--- src/rtl/irq_vec_pkg.sv ---
`timescale 1ns/1ps
package irq_vec_pkg;
  localparam int IV_NSRC = 64;
  localparam int IV_DW   = 32;
  localparam int IV_PW   = 4;
  localparam int IV_MW   = 5;
  localparam int IV_VW   = 16;

  // word indices (byte offset / 4)
  localparam logic [5:0] W_CTRL   = 6'd0;
  localparam logic [5:0] W_THR    = 6'd1;
  localparam logic [5:0] W_ENNUM  = 6'd2;
  localparam logic [5:0] W_DISNUM = 6'd3;
  localparam logic [5:0] W_ENH    = 6'd4;
  localparam logic [5:0] W_ENL    = 6'd5;
  localparam logic [5:0] W_RTH    = 6'd6;
  localparam logic [5:0] W_RTL    = 6'd7;
  localparam logic [5:0] W_PRI7   = 6'd8;   // lowest address holds word 7
  localparam logic [5:0] W_PRI0   = 6'd15;
  localparam logic [5:0] W_NVEC   = 6'd16;
  localparam logic [5:0] W_FVEC   = 6'd17;
  localparam logic [5:0] W_SRCH   = 6'd18;
  localparam logic [5:0] W_SRCL   = 6'd19;
  localparam logic [5:0] W_FRCH   = 6'd20;
  localparam logic [5:0] W_FRCL   = 6'd21;
  localparam logic [5:0] W_NPH    = 6'd22;
  localparam logic [5:0] W_NPL    = 6'd23;
  localparam logic [5:0] W_FPH    = 6'd24;
  localparam logic [5:0] W_FPL    = 6'd25;

  localparam logic [IV_MW-1:0] THR_RESET = 5'h1F;

  // pending for one request class: route_fast selects which class
  function automatic logic [IV_NSRC-1:0] route_pend(
    input logic [IV_NSRC-1:0] lines,
    input logic [IV_NSRC-1:0] frc,
    input logic [IV_NSRC-1:0] en,
    input logic [IV_NSRC-1:0] rt,
    input logic               route_fast);
    logic [IV_NSRC-1:0] sel;
    sel = route_fast ? rt : ~rt;
    return (lines | frc) & en & sel;
  endfunction
endpackage

--- src/rtl/irq_vec_regs.sv ---
`timescale 1ns/1ps
module irq_vec_regs
  import irq_vec_pkg::*;
#(
  parameter int NSRC = IV_NSRC,
  parameter int DW   = IV_DW,
  parameter int PW   = IV_PW,
  parameter int MW   = IV_MW
) (
  input  logic               clk,
  input  logic               rst_n,
  input  logic               wr_en,
  input  logic [5:0]         wr_word,
  input  logic [DW-1:0]      wr_data,
  output logic [NSRC-1:0]    en_q,
  output logic [NSRC-1:0]    rt_q,
  output logic [NSRC-1:0]    frc_q,
  output logic [NSRC*PW-1:0] pri_q,
  output logic [MW-1:0]      thr_q,
  output logic [DW-1:0]      ctrl_q
);
  localparam int HALF = NSRC / 2;
  localparam int NPR  = NSRC * PW / DW;
  localparam int IW   = $clog2(NSRC);

  // named events for the checks below
  logic          num_ok;
  logic          ennum_hit;
  logic          disnum_hit;
  logic          ro_hit;
  logic [IW-1:0] num_idx;

  assign num_ok     = (wr_data < DW'(NSRC));
  assign num_idx    = wr_data[IW-1:0];
  assign ennum_hit  = wr_en && (wr_word == W_ENNUM);
  assign disnum_hit = wr_en && (wr_word == W_DISNUM);
  assign ro_hit     = wr_en && (wr_word inside {W_NVEC, W_FVEC, W_SRCH, W_SRCL,
                                                W_NPH, W_NPL, W_FPH, W_FPL});

  always_ff @(posedge clk or negedge rst_n) begin
    if (!rst_n) begin
      en_q   <= '0;
      rt_q   <= '0;
      frc_q  <= '0;
      pri_q  <= '0;
      thr_q  <= THR_RESET;
      ctrl_q <= '0;
    end else if (wr_en) begin
      case (wr_word)
        W_CTRL:   ctrl_q <= wr_data;
        W_THR:    thr_q  <= wr_data[MW-1:0];
        W_ENNUM:  if (num_ok) en_q[num_idx] <= 1'b1;
        W_DISNUM: if (num_ok) en_q[num_idx] <= 1'b0;
        W_ENH:    en_q[NSRC-1:HALF]  <= wr_data[HALF-1:0];
        W_ENL:    en_q[HALF-1:0]     <= wr_data[HALF-1:0];
        W_RTH:    rt_q[NSRC-1:HALF]  <= wr_data[HALF-1:0];
        W_RTL:    rt_q[HALF-1:0]     <= wr_data[HALF-1:0];
        W_FRCH:   frc_q[NSRC-1:HALF] <= wr_data[HALF-1:0];
        W_FRCL:   frc_q[HALF-1:0]    <= wr_data[HALF-1:0];
        default: begin
          for (int x = 0; x < NPR; x++) begin
            if (wr_word == 6'(int'(W_PRI0) - x)) pri_q[DW*x +: DW] <= wr_data;
          end
        end
      endcase
    end
  end

  assert_reset_state_R1: assert property (@(posedge clk) disable iff (!rst_n)
    $rose(rst_n) |-> (thr_q == THR_RESET && en_q == '0 && rt_q == '0 &&
                      frc_q == '0 && pri_q == '0 && ctrl_q == '0));

  assert_num_set_R3: assert property (@(posedge clk) disable iff (!rst_n)
    (ennum_hit && num_ok) |=> en_q[$past(num_idx)]);

  assert_num_clear_R3: assert property (@(posedge clk) disable iff (!rst_n)
    (disnum_hit && num_ok) |=> !en_q[$past(num_idx)]);

  assert_num_ignore_R3: assert property (@(posedge clk) disable iff (!rst_n)
    ((ennum_hit || disnum_hit) && !num_ok) |=> $stable(en_q));

  assert_ro_write_R10: assert property (@(posedge clk) disable iff (!rst_n)
    ro_hit |=> ($stable(en_q) && $stable(rt_q) && $stable(frc_q) &&
                $stable(pri_q) && $stable(thr_q) && $stable(ctrl_q)));
endmodule

--- src/rtl/irq_vec_arb.sv ---
`timescale 1ns/1ps
module irq_vec_arb
  import irq_vec_pkg::*;
#(
  parameter int NSRC = IV_NSRC,
  parameter int PW   = IV_PW,
  parameter int MW   = IV_MW,
  parameter int VW   = IV_VW
) (
  input  logic [NSRC-1:0]    cand,
  input  logic [NSRC*PW-1:0] pri,
  input  logic [MW-1:0]      thr,
  output logic [VW-1:0]      vec,
  output logic               hit
);
  logic [NSRC-1:0] elig;

  // threshold gate per line: bit MW-1 bypasses the compare
  for (genvar g = 0; g < NSRC; g++) begin : g_gate
    assign elig[g] = cand[g] &&
                     (thr[MW-1] || (pri[PW*g +: PW] > thr[PW-1:0]));
  end

  // ascending scan with >= so a later (higher) line wins a tie
  function automatic logic [VW-1:0] pick_ranked(
    input logic [NSRC-1:0]    c,
    input logic [NSRC*PW-1:0] p);
    logic          found;
    logic [PW-1:0] best;
    logic [VW-1:0] r;
    found = 1'b0;
    best  = '0;
    r     = '1;
    for (int i = 0; i < NSRC; i++) begin
      if (c[i] && (!found || p[PW*i +: PW] >= best)) begin
        found = 1'b1;
        best  = p[PW*i +: PW];
        r     = VW'(i);
      end
    end
    return r;
  endfunction

  assign vec = pick_ranked(elig, pri);
  assign hit = (vec != '1);
endmodule

--- src/rtl/irq_vec_ctrl.sv ---
`timescale 1ns/1ps
module irq_vec_ctrl
  import irq_vec_pkg::*;
#(
  parameter int ADDR_W = 8,
  parameter int NSRC   = IV_NSRC,
  parameter int DW     = IV_DW,
  parameter int PW     = IV_PW,
  parameter int MW     = IV_MW,
  parameter int VW     = IV_VW
) (
  input  logic              clk,
  input  logic              rst_n,
  input  logic [ADDR_W-1:0] bus_addr,
  input  logic              bus_we,
  input  logic [DW-1:0]     bus_wdata,
  output logic [DW-1:0]     bus_rdata,
  input  logic [NSRC-1:0]   irq_src,
  output logic              irq_norm_o,
  output logic              irq_fast_o
);
  localparam int HALF = NSRC / 2;
  localparam int IW   = $clog2(NSRC);

  logic              aligned;
  logic [5:0]        word;
  logic [NSRC-1:0]   en_q, rt_q, frc_q;
  logic [NSRC*PW-1:0] pri_q;
  logic [MW-1:0]     thr_q;
  logic [DW-1:0]     ctrl_q;
  logic [NSRC-1:0]   npend, fpend;
  logic [VW-1:0]     n_vec, f_vec;
  logic              n_hit, f_hit;

  assign aligned = (bus_addr[1:0] == 2'b00) && (bus_addr[ADDR_W-1:2] < 26);
  assign word    = aligned ? 6'(bus_addr[ADDR_W-1:2]) : 6'h3F;

  irq_vec_regs #(.NSRC(NSRC), .DW(DW), .PW(PW), .MW(MW)) u_regs (
    .clk     (clk),
    .rst_n   (rst_n),
    .wr_en   (bus_we && aligned),
    .wr_word (word),
    .wr_data (bus_wdata),
    .en_q    (en_q),
    .rt_q    (rt_q),
    .frc_q   (frc_q),
    .pri_q   (pri_q),
    .thr_q   (thr_q),
    .ctrl_q  (ctrl_q)
  );

  assign npend = route_pend(irq_src, frc_q, en_q, rt_q, 1'b0);
  assign fpend = route_pend(irq_src, frc_q, en_q, rt_q, 1'b1);

  irq_vec_arb #(.NSRC(NSRC), .PW(PW), .MW(MW), .VW(VW)) u_arb_norm (
    .cand (npend),
    .pri  (pri_q),
    .thr  (thr_q),
    .vec  (n_vec),
    .hit  (n_hit)
  );

  // fast class: equal ranks and bypassed threshold leave line number as the only key
  irq_vec_arb #(.NSRC(NSRC), .PW(PW), .MW(MW), .VW(VW)) u_arb_fast (
    .cand (fpend),
    .pri  ('0),
    .thr  ({1'b1, {(MW-1){1'b0}}}),
    .vec  (f_vec),
    .hit  (f_hit)
  );

  always_comb begin
    bus_rdata = '0;
    case (word)
      W_CTRL: bus_rdata = ctrl_q;
      W_THR:  bus_rdata = DW'(thr_q);
      W_ENH:  bus_rdata = en_q[NSRC-1:HALF];
      W_ENL:  bus_rdata = en_q[HALF-1:0];
      W_RTH:  bus_rdata = rt_q[NSRC-1:HALF];
      W_RTL:  bus_rdata = rt_q[HALF-1:0];
      W_NVEC: bus_rdata = {n_vec, {(DW-VW){1'b0}}};
      W_FVEC: bus_rdata = {f_vec, {(DW-VW){1'b0}}};
      W_SRCH: bus_rdata = irq_src[NSRC-1:HALF];
      W_SRCL: bus_rdata = irq_src[HALF-1:0];
      W_FRCH: bus_rdata = frc_q[NSRC-1:HALF];
      W_FRCL: bus_rdata = frc_q[HALF-1:0];
      W_NPH:  bus_rdata = npend[NSRC-1:HALF];
      W_NPL:  bus_rdata = npend[HALF-1:0];
      W_FPH:  bus_rdata = fpend[NSRC-1:HALF];
      W_FPL:  bus_rdata = fpend[HALF-1:0];
      default: begin
        for (int x = 0; x < 8; x++) begin
          if (word == 6'(int'(W_PRI0) - x)) bus_rdata = pri_q[DW*x +: DW];
        end
      end
    endcase
  end

  always_ff @(posedge clk or negedge rst_n) begin
    if (!rst_n) begin
      irq_norm_o <= 1'b0;
      irq_fast_o <= 1'b0;
    end else begin
      irq_norm_o <= n_hit;
      irq_fast_o <= f_hit;
    end
  end

  assert_norm_win_pending_R6: assert property (@(posedge clk) disable iff (!rst_n)
    n_hit |-> npend[n_vec[IW-1:0]]);

  assert_fast_win_pending_R8: assert property (@(posedge clk) disable iff (!rst_n)
    f_hit |-> fpend[f_vec[IW-1:0]]);

  assert_thr_respected_R7: assert property (@(posedge clk) disable iff (!rst_n)
    (n_hit && !thr_q[MW-1]) |-> (pri_q[PW*n_vec[IW-1:0] +: PW] > thr_q[PW-1:0]));

  assert_norm_latency_R9: assert property (@(posedge clk) disable iff (!rst_n)
    n_hit |=> irq_norm_o);

  assert_fast_latency_R9: assert property (@(posedge clk) disable iff (!rst_n)
    !f_hit |=> !irq_fast_o);
endmodule

--- config.mk ---
export PLATFORM = sky130hd
export DESIGN_NAME = irq_vec_ctrl
export DESIGN_NICKNAME = d
export VERILOG_FILES = /design/src/rtl/irq_vec_pkg.sv /design/src/rtl/irq_vec_regs.sv /design/src/rtl/irq_vec_arb.sv /design/src/rtl/irq_vec_ctrl.sv
export SDC_FILE = /design/constraint.sdc
export NUM_CORES = 2
export LEC_CHECK = 0
export BUFFER_PORTS_ARGS = -buffer_cell sky130_fd_sc_hd__buf_2
export CORE_AREA = 2 2 474 476
export CTS_BUF_LIST = sky130_fd_sc_hd__clkbuf_16
export DETAILED_ROUTE_END_ITERATION = 16
export DIE_AREA = 0 0 476 478
export HOLD_SLACK_MARGIN = 0.12
export PLACE_DENSITY = 0.43
export SYNTH_ARGS = -nofsm -noshare
export SYNTH_HDL_FRONTEND = slang
export SYNTH_HIERARCHICAL = 1
export SYNTH_SLANG_ARGS = --single-unit
--- constraint.sdc ---
create_clock -name clk -period 214.9 [get_ports clk]
set_clock_uncertainty 0.2 [all_clocks]
set_input_delay 21.49 -clock clk [delete_from_list [all_inputs] [get_ports clk]]
set_output_delay 21.49 -clock clk [all_outputs]
set_load 0.01 [all_outputs]
-- Word-level counts from Yosys, hierarchy flattened
Cells that the tools add are included.
- magnitude comparators: 131
- eq/ne operators: 29
- mux-type cells: 270
- bitwise operators: 9
- reductions and logical operators: 341
- operators by type and width (kind ; count):
    2-to-1 mux 16 bit ; 128
    one-hot mux 32 bit (16 select lines) ; 1
    AND 64 bit ; 4
    greater-than comparator 4 bit ; 64
    2-to-1 mux 32 bit ; 8
    >= comparator 4 bit ; 63
    2-to-1 mux 4 bit ; 63
    one-hot mux 32 bit (3 select lines) ; 2
    logical AND 1 bit ; 130
    2-to-1 mux 64 bit ; 2
    inverter 64 bit ; 2
    bitwise OR 64 bit ; 2
    logical OR 1 bit ; 127
    2-to-1 mux 1 bit ; 64
    zero test 1 bit ; 63
    equality test 6 x 5 -> 1 bit (second input constant) ; 10
    equality test 6 x 4 -> 1 bit (second input constant) ; 8
    less-than comparator 32 x 7 -> 1 bit (second input constant) ; 1
    inequality test 16 bit (second input constant) ; 2
    equality test 6 x 3 -> 1 bit (second input constant) ; 4
    AND reduction 3 bit ; 8
    equality test 6 x 2 -> 1 bit (second input constant) ; 2
    AND reduction 2 bit ; 6
    OR reduction 10 bit ; 1
    other kinds (12) ; 15
- flip-flop bits (word level): 487
- bits of input ports: 107
- output and inout bits: 34
- logic and storage cells: 798

-- Longest topological paths before layout
- word-level depth: 258
- gate-level depth with buffers: 522
- mapped depth without buffers: 503

-- Hierarchy
Netlist, hierarchy kept.
- by module, submodules not included (module ; instances ; cells each ; area an instance (um2) ; sequential area each (um2)):
    irq_vec_arb ; 2 ; 2568 ; 18864.3 ; 0.0
    irq_vec_regs ; 1 ; 1499 ; 20030.5 ; 12142.9
    irq_vec_ctrl ; 1 ; 1372 ; 8624.5 ; 50.0

-- Worst setup path before layout
OpenSTA, ideal clock, no wires.
- path type: input-to-output
- start: input port irq_src[0]
- end: output port bus_rdata[18]
- data arrival time: 111668 ps
- data required time: 193210 ps
- setup slack: 81542 ps
- cell stages on the path: 488
- buffers on the path: 20
- cell sequence: o21ai_0 > nor2_1 > o21ai_1 > a21o_1 > nor2_1 > ha_1 > nand2b_1 > a21oi_1 > o21ai_0 > a21oi_1 > a22o_1 > ha_1 > nand2b_1 > a21o_1 > a21o_1 > a221o_1 > a222oi_1 > nor2_1 > [452 not listed] > a21oi_1 > a21o_1 > nor2_1 > a31oi_1 > o31a_1 > ha_1 > nand2b_1 > a21o_1 > a21o_1 > a21oi_1 > a21o_1 > nand2_1 > nor3_1 > nand2_1 > mux2_2 > a32oi_1 > o311ai_0 > o31a_1
- longest elaborated chain between the ends: 258
- elaborated cells on any way between the ends: 512
- those cells by class: 63 x order compare; 255 x mux; 4 x bitwise; 190 x reduce/logical
- RTL lines (item ; RTL line ; source):
    from (decl) ; irq_vec_ctrl.sv:18 ; input logic [NSRC-1:0] irq_src,
    bitwise OR 64 bit * ; irq_vec_pkg.sv:42 ; return (lines | frc) & en & sel;
    AND 64 bit * (2 in a row) ; irq_vec_pkg.sv:42 ;
    net npend[0] ; irq_vec_ctrl.sv:31 ; logic [NSRC-1:0] npend, fpend;
    logical AND 1 bit * ; irq_vec_arb.sv:20 ; assign elig[g] = cand[g] &&
    2-to-1 mux 4 bit / 2-to-1 mux 1 bit (equally long branches) ; irq_vec_arb.sv:35 ; if (c[i] && (!found || p[PW*i +: PW] >= best)) begin
    >= comparator 4 bit / zero test 1 bit (equally long branches) ; irq_vec_arb.sv:35 ;
    logical OR 1 bit ; irq_vec_arb.sv:35 ;
    logical AND 1 bit ; irq_vec_arb.sv:35 ;
    [243 not listed] ; n/a ;
    logical AND 1 bit ; irq_vec_arb.sv:35 ;
    2-to-1 mux 4 bit / 2-to-1 mux 1 bit (equally long branches) ; irq_vec_arb.sv:35 ;
    >= comparator 4 bit / zero test 1 bit (equally long branches) ; irq_vec_arb.sv:35 ;
    logical OR 1 bit ; irq_vec_arb.sv:35 ;
    logical AND 1 bit ; irq_vec_arb.sv:35 ;
    2-to-1 mux 16 bit * ; irq_vec_arb.sv:35 ;
    net n_vec[2] ; irq_vec_ctrl.sv:32 ; logic [VW-1:0] n_vec, f_vec;
    one-hot mux 32 bit (16 select lines) * ; irq_vec_ctrl.sv:74 ; case (word)
    to (decl) ; irq_vec_ctrl.sv:17 ; output logic [DW-1:0] bus_rdata,
Mark *: on every way through the listed nets, which the timed path passes. The rest lies on a longest branch.

-- Worst setup path in the final report
- start: input port irq_src[0]
- end: output port bus_rdata[19]
The elaborated chain is that of the path after synthesis.

==> impl_results.md <==
* Num CTS Buffers at 69
* Final nets at just under 10000
* Post-route minimum period at 153190 ps
* CP Depth at 469
* Layout cells sized above 1 at 14.13%
* Critical Path RT at 193210 ps
* Pleak at around 35 nW
* Clock network fraction of total power at 44.2%
* Die ar. at around 0.23 mm2
* Vias at 69470
* DRT antenna net count at 0
* Sequential power share at 34.3%
* Sw Share at 34.88%
* CTS Hold Bufs at 0
* P_int at roughly 0.17 mW
* Final period util at 71.29%
* Sequential share of the synthesized area at 18.37%
* Core Box Area at 0.2232 mm2
* Max Root-Sink Buffers at 3
* Crit path to: bus_rdata[19]
* Setup crit start: irq_src[0]
* Setup Fix Bufs, Post-CTS at 0
* Slowest cell on the critical path: a222oi_1
* Row count at 174
* IO Pins at 141
* Drc violations at 0
* DP HPWL at 279000 um
* Worst reg2reg startpoint: u_regs/thr_q[2]$_DFFE_PN1P_
* Mean routed wirelength per cell at just over 30 um
* FF-to-FF path depth at between 200 and 300
* CTS tree: yes
* Chip height at 478 um
* RSZ-0062 raised after global routing: no
* Top FF cell, synth: dfrtp_1
* Setup TNS at 0 ps
* GR Overflow Total at 0
* Pin count of the biggest net entering global routing at 105
* Comb pwr share at 21.5%
* Number of flops mapped to enable cells by yosys at 0
* Worst-Margin Slew at 1403 ps
* CP bufs+invs at 14
* Hold Path Class: flop to flop
* Max-slew violation count at 0
* Async set-reset flop share out of synthesis at between 90% and 100%
* GP Congestion at 1.042
* Reg clk slew, reported paths at 60 ps
* Routed WL at between 300000 and 400000 um
* Global-route wire length before repair at 502700 um
* Crit Path Max Fanout at 14
* H-tree levels at 3
* Worst vdd ir at around 5.3 uV
* CP most frequent cell: ha_1
* Initial DRT Pass Iterations at 6
* Flop-to-flop setup slack at 146010 ps
* Fmax at approximately 0.0065 GHz
* Startpoint types: input port
* Seq. cell area at 0.01220 mm2
* Setup violations, final at 0
* CP arrival at 131500 ps
* Root Driver: clkbuf_16
* Max_cap viols at 0
* Max incr delay on CP at 1020 ps
* Pwr Total at 0.2685 mW
* Fillers at around 24000
* Reg2reg end: irq_norm_o$_DFF_PN0_
* Post-CTS sizing at 0
* Mapped Avg Cell Area at 8.291 um2
* Starting density of the core at between 20% and 30%
* Mapped Area at 0.06638 mm2
* Initial DRC Count at 7904
* Die width at around 480 um
* Switching pwr at between 0.09 and 0.1 mW
* Final Util at 34.16%
* PD cells at 3.522 mW/mm2
* Post-Synthesis Cells at about 8000
* Warnings from Yosys at 6
* Number of global-route vias before repair at 64840
* Delay-heaviest family, CP: compound AO/OA/AOI/OAI gates
* Slew headroom at about 5.6%
* Worst skew pair latency at 720 ps
* Initial antenna violation count at 75
* Syn-to-layout area delta at 14.84%
* Clock sink count at 487
* Crit Path Class: input port to output pin
* I/O Buffers at 140
* Critical Path Sink Type: output pin
* Vias per cell at 5.791
* Final hold viol count at 0
* Outcome: complete, no violations
* Seq cells post-synth at 487
* Yosys cell types at 152
* GR Util All Layers at 30.85%
* Area taken by multi-input logic gates at 0.05420 mm2
-- cell usage in the layout, fill, tap and decap left out, drive strengths merged, types with 42 or more instances in the layout --
cell type  netlist  layout
nor3           133     133
clkbuf         179      69
nor2b          173     173
a221oi          42      42
a22o            61      61
and2            71      71
a21o           200     200
nor2           548     548
a31oi          105     105
a211o           54      54
inv            453     460
conb             2     888
ha             906     906
a211oi          62      62
o211ai          72      72
nand2          551     551
buf            182     312
or2             54      54
nor4            44      44
a32oi           49      49
mux2           488     488
and3            71      71
o211a           44      44
o21ai          580     580
a21oi          621     621
nand3b          60      60
o21a           160     160
o31ai           87      87
nand3          134     134
nand2b         323     323
or3             52      52
a2111oi         46      46
a41oi           83      83
mux2i           82      82
nand4          102     102
dfrtp          482     482
a22oi           82      82
-- cell usage after synthesis (65+ instances only) --
cell type / number / area [um2]
ha_1: 906 / 11340
a21oi_1: 594 / 2973
nand2_1: 548 / 2057
nor2_1: 536 / 2012
o21ai_0: 527 / 2638
dfrtp_1: 482 / 12060
mux2_2: 482 / 5428
inv_1: 444 / 1667
nand2b_1: 323 / 2021
a21o_1: 199 / 1494
clkbuf_1: 179 / 671.9
nor2b_1: 173 / 1082
o21a_1: 156 / 1171
nand3_1: 134 / 670.6
nor3_1: 118 / 590.6
nand4_1: 98 / 613.1
a31oi_1: 85 / 531.8
a41oi_1: 83 / 727.0
mux2i_1: 82 / 820.8
buf_2: 77 / 385.4
o31ai_1: 77 / 578.1
a22oi_1: 74 / 555.5
and3_1: 69 / 431.7
and2_1: 65 / 406.6
-- power groups by stage --
stage	clock network, mW	logic [mW]	registers [mW]
floorplan	0	0.0327	0.0936
global placement	0	0.0526	0.0937
detailed placement	0	0.0526	0.0937
CTS	0.120	0.0528	0.0921
global route	0.124	0.0626	0.0920
finish	0.119	0.0579	0.0921
-- per-stage QoR --
stage          area, um2  setup WS, ps  std cells  hold WS (ps)
2_1_floorplan      69710         81540       8893         270.6
3_3_place_gp       73890         66630      11830         287.7
3_5_place_dp       73900         64720      11830         293.0
4_1_cts            76140         64170      11960         305.5
5_1_grt            76140         54310      11960         318.7
6_report           76240         61710      12000         308.5
-- cell families after synthesis --
logic type | count (synthesis) | share of synthesized area, %
other | 2 | 0.01131
DFF | 487 | 18.37
buffers and inverters | 817 | 5.276
and+or+nand+nor | 2426 | 19.42
xor gates and xnor gates | 1 | 0.01320
AOI/OAI and AO/OA | 2771 | 29.85
adders and majority gates | 932 | 17.50
muxes | 571 | 9.560
-- final cells by class --
type	count	area share, %
well taps	2992	4.910
clock buffers	69	2.265
clock inverters	53	0.6647
flip-flops and latches	487	16.00
inverters	454	2.240
repair buffers	312	2.695
multi-input cells	7589	71.09
diodes	40	0.1313
-- flip-flops by register name (all words and copies together) (netlist names) --
signal	count
irq_fast_o	1
u_regs/thr_q	5
u_regs/en_q	64
u_regs/frc_q	64
u_regs/rt_q	64
irq_norm_o	1
u_regs/pri_q	256
u_regs/ctrl_q	32
-- per-layer routing --
layer | global-route usage [%] | vias to the layer above | wire length, um
met5 | 0 | - | 207
met4 | 19.35 | 32 | 26100
met3 | 6.301 | 788 | 30970
met2 | 46.51 | 3414 | 153800
met1 | 40.00 | 33840 | 150900
li1 | - | 31400 | -
-- worst reg2reg max path, delay by kind of cell, from the launching register on --
family          cells  cell delay (ps)
compound gates    134            34360
simple gates       87            16370
fa+ha+maj          44            12650
mux                 8             2890
flops               1              650
buf+inv             9             1660
-- worst min-delay path by stage --
stage          cells past startpoint                       endpoint                           from
3_5_place_dp                       1  u_regs/ctrl_q[27]$_DFFE_PN0P_  u_regs/ctrl_q[27]$_DFFE_PN0P_
6_report                           1  u_regs/ctrl_q[21]$_DFFE_PN0P_  u_regs/ctrl_q[21]$_DFFE_PN0P_
2_1_floorplan                      2    u_regs/en_q[42]$_DFFE_PN0P_    u_regs/en_q[42]$_DFFE_PN0P_
5_1_grt                            1  u_regs/ctrl_q[24]$_DFFE_PN0P_  u_regs/ctrl_q[24]$_DFFE_PN0P_
3_3_place_gp                       1  u_regs/ctrl_q[21]$_DFFE_PN0P_  u_regs/ctrl_q[21]$_DFFE_PN0P_
4_1_cts                            1  u_regs/ctrl_q[27]$_DFFE_PN0P_  u_regs/ctrl_q[27]$_DFFE_PN0P_
No activity file was read; power rests on OpenSTA's default activity.
